<file path="config.mk">
export PLATFORM = sky130hd
export DESIGN_NAME = codec_regfile
export DESIGN_NICKNAME = d
export VERILOG_FILES = /design/src/rtl/codec_regs_pkg.sv /design/src/rtl/codec_ind_bank.sv /design/src/rtl/codec_dir_bank.sv /design/src/rtl/codec_rd_mux.sv /design/src/rtl/codec_regfile.sv
export SDC_FILE = /design/constraint.sdc
export NUM_CORES = 1
export LEC_CHECK = 0
export ABC_AREA = 1
export BUFFER_PORTS_ARGS = -buffer_cell sky130_fd_sc_hd__clkbuf_2
export CAP_MARGIN = 25
export CORE_MARGIN = 5
export CORE_UTILIZATION = 63
export CTS_BUF_LIST = sky130_fd_sc_hd__clkbuf_16
export DETAILED_ROUTE_END_ITERATION = 7
export PLACE_DENSITY = 0.8
export SLEW_MARGIN = 25
export SYNTH_ARGS = -nofsm -noshare
export SYNTH_HDL_FRONTEND = slang
export SYNTH_SLANG_ARGS = --single-unit
</file>
<file path="constraint.sdc">
create_clock -name clk -period 2.38 [get_ports clk]
set_clock_uncertainty 0.05 [all_clocks]
set_input_delay 0.476 -clock clk [delete_from_list [all_inputs] [get_ports clk]]
set_output_delay 0.476 -clock clk [all_outputs]
set_load 0.005 [all_outputs]
</file>
<file path="src/rtl/codec_regs_pkg.sv">
package codec_regs_pkg;
    // Default geometry
    localparam int CR_DATA_W     = 32;
    localparam int CR_NUM_DIRECT = 16;
    localparam int CR_NUM_IND    = 32;
    localparam int CR_IND_W      = 8;

    // Direct word slots with special behaviour
    localparam int IDX_SLOT    = 0;
    localparam int PORT_SLOT   = 1;
    localparam int LOCKED_SLOT = 2;
    localparam int CTRL_SLOT   = 4;

    // Indirect slots with special behaviour
    localparam int HIDDEN_IDX  = 3;
    localparam int FIXED_A_IDX = 11;
    localparam int VER_IDX     = 12;
    localparam int FIXED_B_IDX = 25;

    // Fixed codes and masks
    localparam logic [7:0] VER_CODE    = 8'h8A;
    localparam logic [7:0] ID_CODE     = 8'hA0;
    localparam logic [7:0] VER_KEEP    = 8'h40;
    localparam int         CTRL_KEEP_W = 7;
endpackage

</file>
<file path="src/rtl/codec_ind_bank.sv">
module codec_ind_bank
    import codec_regs_pkg::*;
#(
    parameter int NUM   = CR_NUM_IND,
    parameter int W     = CR_IND_W,
    parameter int IDX_W = $clog2(NUM)
) (
    input  logic             clk,
    input  logic             rst,
    input  logic             sw_rst,
    input  logic             we,
    input  logic [IDX_W-1:0] idx,
    input  logic [W-1:0]     wbyte,
    output logic [W-1:0]     rbyte
);
    typedef struct packed {
        logic [NUM-1:0][W-1:0] mem;
    } ind_state_t;

    ind_state_t st_d, st_q;

    function automatic ind_state_t reset_image();
        ind_state_t img;
        for (int i = 0; i < NUM; i++) begin
            img.mem[i] = '0;
        end
        if (VER_IDX < NUM) img.mem[VER_IDX] = W'(VER_CODE);
        if (FIXED_B_IDX < NUM) img.mem[FIXED_B_IDX] = W'(ID_CODE);
        return img;
    endfunction

    always_comb begin
        st_d = st_q;
        if (sw_rst) begin
            st_d = reset_image();
        end else if (we) begin
            case (idx)
                IDX_W'(FIXED_A_IDX), IDX_W'(FIXED_B_IDX): begin
                    // locked identification bytes
                end
                IDX_W'(VER_IDX): begin
                    st_d.mem[idx] = (wbyte & W'(VER_KEEP)) | W'(VER_CODE);
                end
                default: begin
                    st_d.mem[idx] = wbyte;
                end
            endcase
        end
    end

    always_ff @(posedge clk) begin
        if (rst) st_q <= reset_image();
        else     st_q <= st_d;
    end

    assign rbyte = (idx == IDX_W'(HIDDEN_IDX)) ? '0 : st_q.mem[idx];


    fixed_a_hold_chk: assert property (@(posedge clk) disable iff (rst)
        (we && idx == IDX_W'(FIXED_A_IDX)) |=> $stable(st_q.mem[FIXED_A_IDX]));


    fixed_b_hold_chk: assert property (@(posedge clk) disable iff (rst)
        (we && idx == IDX_W'(FIXED_B_IDX)) |=> $stable(st_q.mem[FIXED_B_IDX]));


    ver_code_chk: assert property (@(posedge clk) disable iff (rst)
        (we && idx == IDX_W'(VER_IDX))
        |=> st_q.mem[VER_IDX] == (($past(wbyte) & W'(VER_KEEP)) | W'(VER_CODE)));


    ind_store_chk: assert property (@(posedge clk) disable iff (rst)
        (we && !sw_rst && idx != IDX_W'(FIXED_A_IDX) && idx != IDX_W'(FIXED_B_IDX)
            && idx != IDX_W'(VER_IDX))
        |=> st_q.mem[$past(idx)] == $past(wbyte));
endmodule

</file>
<file path="src/rtl/codec_dir_bank.sv">
module codec_dir_bank
    import codec_regs_pkg::*;
#(
    parameter int NUM   = CR_NUM_DIRECT,
    parameter int W     = CR_DATA_W,
    parameter int SEL_W = $clog2(NUM)
) (
    input  logic                  clk,
    input  logic                  rst,
    input  logic                  we,
    input  logic [SEL_W-1:0]      sel,
    input  logic [W-1:0]          wdata,
    output logic [NUM-1:0][W-1:0] regs
);
    typedef struct packed {
        logic [NUM-1:0][W-1:0] regs;
    } dir_state_t;

    dir_state_t st_d, st_q;

    always_comb begin
        st_d = st_q;
        if (we) begin
            case (sel)
                SEL_W'(PORT_SLOT), SEL_W'(LOCKED_SLOT): begin
                    // port writes go to the indirect bank; locked word ignores writes
                end
                SEL_W'(CTRL_SLOT): begin
                    if (wdata[0]) st_d = '0;
                    st_d.regs[CTRL_SLOT] = W'(wdata[CTRL_KEEP_W-1:0]);
                end
                default: begin
                    st_d.regs[sel] = wdata;
                end
            endcase
        end
    end

    always_ff @(posedge clk) begin
        if (rst) st_q <= '0;
        else     st_q <= st_d;
    end

    assign regs = st_q.regs;


    locked_hold_chk: assert property (@(posedge clk) disable iff (rst)
        (we && sel == SEL_W'(LOCKED_SLOT)) |=> $stable(st_q.regs[LOCKED_SLOT]));


    ctrl_mask_chk: assert property (@(posedge clk) disable iff (rst)
        (we && sel == SEL_W'(CTRL_SLOT))
        |=> st_q.regs[CTRL_SLOT] == W'($past(wdata[CTRL_KEEP_W-1:0])));


    soft_clear_chk: assert property (@(posedge clk) disable iff (rst)
        (we && sel == SEL_W'(CTRL_SLOT) && wdata[0]) |=> st_q.regs[IDX_SLOT] == '0);


    dir_store_chk: assert property (@(posedge clk) disable iff (rst)
        (we && sel != SEL_W'(PORT_SLOT) && sel != SEL_W'(LOCKED_SLOT)
            && sel != SEL_W'(CTRL_SLOT))
        |=> st_q.regs[$past(sel)] == $past(wdata));
endmodule

</file>
<file path="src/rtl/codec_rd_mux.sv">
module codec_rd_mux
    import codec_regs_pkg::*;
#(
    parameter int NUM   = CR_NUM_DIRECT,
    parameter int W     = CR_DATA_W,
    parameter int IND_W = CR_IND_W,
    parameter int SEL_W = $clog2(NUM)
) (
    input  logic [SEL_W-1:0]      sel,
    input  logic [NUM-1:0][W-1:0] dir_regs,
    input  logic [IND_W-1:0]      ind_byte,
    output logic [W-1:0]          value
);
    always_comb begin
        if (sel == SEL_W'(PORT_SLOT)) value = W'(ind_byte);
        else                          value = dir_regs[sel];
    end
endmodule

</file>
<file path="src/rtl/codec_regfile.sv">
module codec_regfile
    import codec_regs_pkg::*;
#(
    parameter int DATA_W     = CR_DATA_W,
    parameter int NUM_DIRECT = CR_NUM_DIRECT,
    parameter int NUM_IND    = CR_NUM_IND,
    parameter int IND_W      = CR_IND_W
) (
    input  logic                          clk,
    input  logic                          rst,
    input  logic                          wr_en,
    input  logic                          rd_en,
    input  logic [$clog2(NUM_DIRECT)-1:0] addr,
    input  logic [DATA_W-1:0]             wdata,
    output logic [DATA_W-1:0]             rdata,
    output logic                          irq
);
    localparam int SEL_W = $clog2(NUM_DIRECT);
    localparam int IDX_W = $clog2(NUM_IND);

    typedef struct packed {
        logic [DATA_W-1:0] rdata;
    } top_state_t;

    top_state_t st_d, st_q;

    logic [NUM_DIRECT-1:0][DATA_W-1:0] dir_regs;
    logic [IDX_W-1:0]                  ind_idx;
    logic [IND_W-1:0]                  ind_byte;
    logic [DATA_W-1:0]                 rd_value;
    logic                              port_we;
    logic                              sw_rst;

    assign port_we = wr_en && (addr == SEL_W'(PORT_SLOT));
    assign sw_rst  = wr_en && (addr == SEL_W'(CTRL_SLOT)) && wdata[0];
    assign ind_idx = dir_regs[IDX_SLOT][IDX_W-1:0];

    codec_dir_bank #(
        .NUM (NUM_DIRECT),
        .W   (DATA_W)
    ) u_dir (
        .clk   (clk),
        .rst   (rst),
        .we    (wr_en),
        .sel   (addr),
        .wdata (wdata),
        .regs  (dir_regs)
    );

    codec_ind_bank #(
        .NUM (NUM_IND),
        .W   (IND_W)
    ) u_ind (
        .clk    (clk),
        .rst    (rst),
        .sw_rst (sw_rst),
        .we     (port_we),
        .idx    (ind_idx),
        .wbyte  (wdata[IND_W-1:0]),
        .rbyte  (ind_byte)
    );

    codec_rd_mux #(
        .NUM   (NUM_DIRECT),
        .W     (DATA_W),
        .IND_W (IND_W)
    ) u_mux (
        .sel      (addr),
        .dir_regs (dir_regs),
        .ind_byte (ind_byte),
        .value    (rd_value)
    );

    always_comb begin
        st_d = st_q;
        if (rd_en) st_d.rdata = rd_value;
    end

    always_ff @(posedge clk) begin
        if (rst) st_q <= '0;
        else     st_q <= st_d;
    end

    assign rdata = st_q.rdata;
    assign irq   = 1'b0;


    hidden_read_chk: assert property (@(posedge clk) disable iff (rst)
        (rd_en && addr == SEL_W'(PORT_SLOT) && ind_idx == IDX_W'(HIDDEN_IDX))
        |=> rdata == '0);


    rdata_hold_chk: assert property (@(posedge clk) disable iff (rst)
        !rd_en |=> $stable(rdata));


    rdata_load_chk: assert property (@(posedge clk) disable iff (rst)
        (rd_en && addr != SEL_W'(PORT_SLOT)) |=> rdata == $past(dir_regs[addr]));
endmodule

</file>
# Word-level counts from Yosys, hierarchy flattened
# Cells that the tools add are included.
# word_totals
register_bits	800
output_inout_bits	33
wordCells	90
# op_classes
bitwise	2
n_reduce_logical	11
n_eq_ne	8
magnitude_cmp	4
muxes	16
# ops
op	count
one-hot mux 512 bit (2 select lines)	1
bitwise mux 256 bit	2
bitwise mux 512 bit	1
two-way mux 512 bit	1
one-hot mux 256 bit (2 select lines)	1
binary-select mux 32 bit (select 4 bit)	1
demux 32 bit (select 4 bit)	1
two-way mux 32 bit	3
binary-select mux 8 bit (select 5 bit)	1
demux 8 bit (select 5 bit)	1
two-way mux 8 bit	3
== test 5 x 4 -> 1 bit (second input constant)	2
less-than comparator 5 x 6 -> 1 bit (second input constant)	1
OR reduction 2 bit	3
== test 5 x 2 -> 1 bit (second input constant)	1
== test 5 bit (second input constant)	1
>= comparator 5 x 1 -> 1 bit (second input constant)	1
logical AND 1 bit	5
less-than comparator 4 x 5 -> 1 bit (second input constant)	1
== test 4 x 1 -> 1 bit (second input constant)	1
== test 4 x 2 -> 1 bit (second input constant)	1
== test 4 x 3 -> 1 bit (second input constant)	1
>= comparator 4 x 1 -> 1 bit (second input constant)	1
AND reduction 2 bit	2
3 further kinds	4

# Longest topological paths before layout
# depth
ltp_word	6
mapped_depth	14
depth_no_buf	11

# Cells and area by module
# From an unflattened synthesis, not the netlist that was laid out.
# hier_totals
hier_cells	6286
hier_area_um2	38748.4
# modules_own_cells
module	area_each_um2	cells_each	seq_area_each_um2	n_inst
codec_dir_bank	19124.6	2673	10249.8	1
codec_ind_bank	11750.0	1833	5124.9	1
codec_rd_mux	6487.5	1566	0.0	1
codec_regfile	1386.3	214	640.6	1

# Worst setup path before layout
# Ideal clock, no wire load.
# synth_timing
kind	input -> register
startpoint	in addr[1]
endpoint	reg u_dir.st_q (netlist bit u_dir.regs[225])
n_path_buf	3
arrival_time_ns	1.886
stages	12
slack_ns	0.374
setup_time_ns	0.070
path_cell_list	buf_4 > nor2_4 > inv_2 > nor2_2 > buf_4 > nand2_1 > nand4_1 > nor2_2 > nor2_2 > buf_2 > nand2_1 > a21oi_1
# synth_between
elab_chain_cells	6
word_cells_on_any_way	14
classes_between	order compare: 2; eq/ne: 4; mux: 4; bitwise: 1; reduce/logical: 3
# synth_rtl
element	line	text
from (decl)	codec_regfile.sv:13	input logic [$clog2(NUM_DIRECT)-1:0] addr,
less-than comparator 4 x 5 -> 1 bit (implied by the code) or >= comparator 4 x 1 -> 1 bit (tied branches)	codec_dir_bank.sv:33	st_d.regs[sel] = wdata;
logical AND 1 bit (implied by the code)	codec_dir_bank.sv:33	
two-way mux 32 bit (implied by the code)	codec_dir_bank.sv:33	
demux 32 bit (select 4 bit)	--	
bitwise mux 512 bit	codec_dir_bank.sv:33	
one-hot mux 512 bit (2 select lines)	codec_dir_bank.sv:24	case (sel)
to (signal assigned)	codec_dir_bank.sv:41	else st_q <= st_d;
to (decl)	codec_dir_bank.sv:19	dir_state_t st_d, st_q;
# Several ways; a longest one is shown, not always the timed one.
# A chain may end at the register's enable or synchronous reset.

# Worst setup path in the final report
# layout_timing
startpoint	reg u_dir.st_q (netlist bit u_dir.regs[2])
endpoint	reg u_ind.st_q[40] (netlist name)
# layout_between
elab_chain_cells	6
word_cells_on_any_way	14
classes_between	order compare: 2; eq/ne: 3; mux: 5; bitwise: 1; reduce/logical: 3
# layout_rtl
element	line	text
less-than comparator 5 x 6 -> 1 bit (implied by the code) or >= comparator 5 x 1 -> 1 bit (tied branches)	codec_ind_bank.sv:42, codec_ind_bank.sv:45	
logical AND 1 bit (implied by the code)	codec_ind_bank.sv:42, codec_ind_bank.sv:45	
two-way mux 8 bit (implied by the code)	codec_ind_bank.sv:42, codec_ind_bank.sv:45	
demux 8 bit (select 5 bit)	--	
bitwise mux 256 bit, on equally long branches	codec_ind_bank.sv:45, codec_ind_bank.sv:42	
one-hot mux 256 bit (2 select lines)	codec_ind_bank.sv:37	case (idx)
to (signal assigned)	codec_ind_bank.sv:52	if (rst) st_q <= reset_image();
to (signal assigned)	codec_ind_bank.sv:53	else st_q <= st_d;
to (decl)	codec_ind_bank.sv:20	ind_state_t st_d, st_q;
# Several ways; a longest one is shown, not always the timed one.

==> out/qor.yml <==
setup_ws_ps: 196
r2r-start: "u_dir.regs[2]"
hp-class: "input pin to register"
floorplan.initialDensity: 0.633
multi_input_area_um2: 16500
power.density_nw_per_um2: 686
rsz0062_at_grt: "no"
yosysTopAreaCellShare: 0.451
grt_max_degree: 146
cp_top_family: "simple AND/OR/NAND/NOR gates"
start_kind: "register"
final-hold-violation-count: 0
post_dp_cell_area_um2: 38200
min-delay-start: "wdata[20]"
synthTopCellsByCount: "2195 x nand2_1, 800 x dfxtp_1, 648 x a21oi_1"
ys_ff_latch: 800
clkLatencyLatePin_ps: 640
holdPathEnd: "u_dir.regs[404]"
antenna_found_initial: 1
seq_area_frac_synth: 0.451
seq_area_um2: 16000
relSlewSlack: 0.324
fillerInstances: 4528
r2r-end: "u_ind.st_q[40]"
via_count: 35500
cts_tree: "yes"
synthCells: 5338
post-cts-setup-buffers: 0
numCtsBuffers: 82
wl_um: 116000
syn_avg_cell_area_um2: 6.65
num_rows: 87
synth.most_common_cell: "nand2_1"
final_cell_area_um2: 40700
chipWidth_um: 247
crit_chain: "inv_2 -> nor3_1 -> nand2_1 -> nand2_1 -> inv_1 -> o21ai_0 -> a21oi_1"
synth.distinct_cells: 30
overflow: 0
rrSetupSlack_ps: 200
slowest_stage: "dfxtp_1"
hpwlAfterDp_um: 71100
setup_viol_count_final: 0
ys_warn_count: 0
peakVddDrop_mv: 0.573
ctsHoldBuffers: 0
worst_slew_pin_slew_ps: 1010
port_buffers: 71
syn_area_um2: 35500
io_pins: 73
crit_buf_inv: 2
cpMostUsedCell: "nand2_1"
dieArea_um2: 61200
die_y_um: 247
first_global_vias: 32800
syn_nets: 5378
gp_congestion: 0.953
holdWs_ps: 121
min_path_cells: 3
drv_slew: 0
slowest_delay_ps: 530
vias_per_cell: 5.75
r2r.worst_path.cells: 7
yosys.area.top_type: "dfxtp_1"
synth_edf_count: 0
firstDrtPassIters: 6
clkSinkCount: 800
crit_arrival_ps: 2650
period_needed_ps: 2180
clockRootBuffer: "clkbuf_16"
nets: 5412
worstPathRequired_ps: 2850
post-route-period-util: 0.918
drcViolationCount: 0
worstSetupPathType: "register to register"
core_um2: 56100
drt_iter0_markers: 3812
clk_pin_slew_ps: 60
ys.flop_type: "dfxtp_1"
ys_async_sr_fraction: 0
cp_max_fo: 7
p_leak_uw: 0.0176
cts_resized: 0
grt_usage: 0.365
drv_cap: 0
endpoint_kind: "register"
clock.fmax_mhz: 458
antenna_left: 0
drive_above_1_share: 0.109
synthTopCellsByArea: "dfxtp_1 45%, nand2_1 23%, a21oi_1 9.1%"
status: "completed"
place_ws_ps: -46.1
syn2layout_area_growth_pct: 14.6
htreeDepth: 3
post_drt_wl_per_cell_um: 18.7
grt_pass1_wl_um: 179000
clockBufferDepth: 3
[stage by stage]
step / utilization / total power [uW] / setup TNS, ps / cells
finish: 0.725 / 27900 / 0 / 6185
global route: 0.725 / 28600 / 0 / 6184
CTS: 0.725 / 27900 / 0 / 6184
detailed placement: 0.681 / 15900 / -146 / 6044
global placement: 0.681 / 15900 / -36.8 / 6044
floorplan: - / 15000 / 0 / 5338
[power breakdown]
group / switching, uW / internal [uW]
clock network: 5380 / 6850
logic: 1540 / 552
registers: 72.1 / 13500
[per-layer routing]
metal | wire (um) | vias to the layer above | track usage
met2 | 52300 | 1976 | 0.586
li1 | - | 17000 | -
met1 | 43800 | 16100 | 0.462
met3 | 11600 | 498 | 0.0626
met5 | 0 | - | 0
met4 | 8180 | 0 | 0.220
[layout make-up]
class                           instances  share of cell area
Clock inverter                         57              0.0102
Inverter                              410              0.0379
Tap cell                              756              0.0233
Sequential cell                       800               0.394
Antenna cell                            1           0.0000615
Multi-Input combinational cell       3747               0.405
Timing Repair Buffer                  331              0.0787
Clock buffer                           83              0.0511
[worst register-to-register path, cell delays in order (launching register included)]
cell and delay [ps]:
dfxtp_1 530, inv_2 140, nor3_1 280, nand2_1 220, nand2_1 390, inv_1 200
o21ai_0 210, a21oi_1 60
[logic make-up after synthesis]
family / count (synthesis) / synth area share
buffers and inverters: 791 / 0.0887
DFF: 800 / 0.451
other: 1 / 0.000106
and+or+nand+nor: 2782 / 0.319
AOI/OAI and AO/OA: 964 / 0.141
[layout by cell type, fill, tap and decap left out, drive strengths merged, types with 4 or more instances in the layout]
| master | synthesis | routed |
|---|---|---|
| nand3 | 202 | 202 |
| bufinv | 0 | 5 |
| or2 | 4 | 4 |
| clkbuf | 243 | 151 |
| nand2 | 2199 | 2199 |
| clkinv | 1 | 34 |
| buf | 138 | 263 |
| nand4 | 84 | 84 |
| inv | 409 | 427 |
| o22ai | 11 | 11 |
| nor2 | 173 | 173 |
| a21oi | 649 | 649 |
| nor3 | 120 | 120 |
| a211oi | 40 | 40 |
| dfxtp | 800 | 800 |
| o21ai | 264 | 264 |
[flip-flops by register name (all words and copies together), names as in the netlist, named ones only]
| name | count |
|---|---|
| u_dir.regs | 512 |
| rdata | 32 |
| u_ind.st_q | 224 |
[worst max path at each step]
stage                        from              end  depth (start not counted)
floorplan                 addr[1]  u_dir.regs[225]                         12
global placement          addr[2]  u_dir.regs[288]                          8
detailed placement        addr[2]  u_dir.regs[448]                          8
CTS                 u_dir.regs[2]   u_ind.st_q[40]                          7
global route        u_dir.regs[2]   u_ind.st_q[48]                          7
finish              u_dir.regs[2]   u_ind.st_q[40]                          7
(Power assumes the default switching activity.)
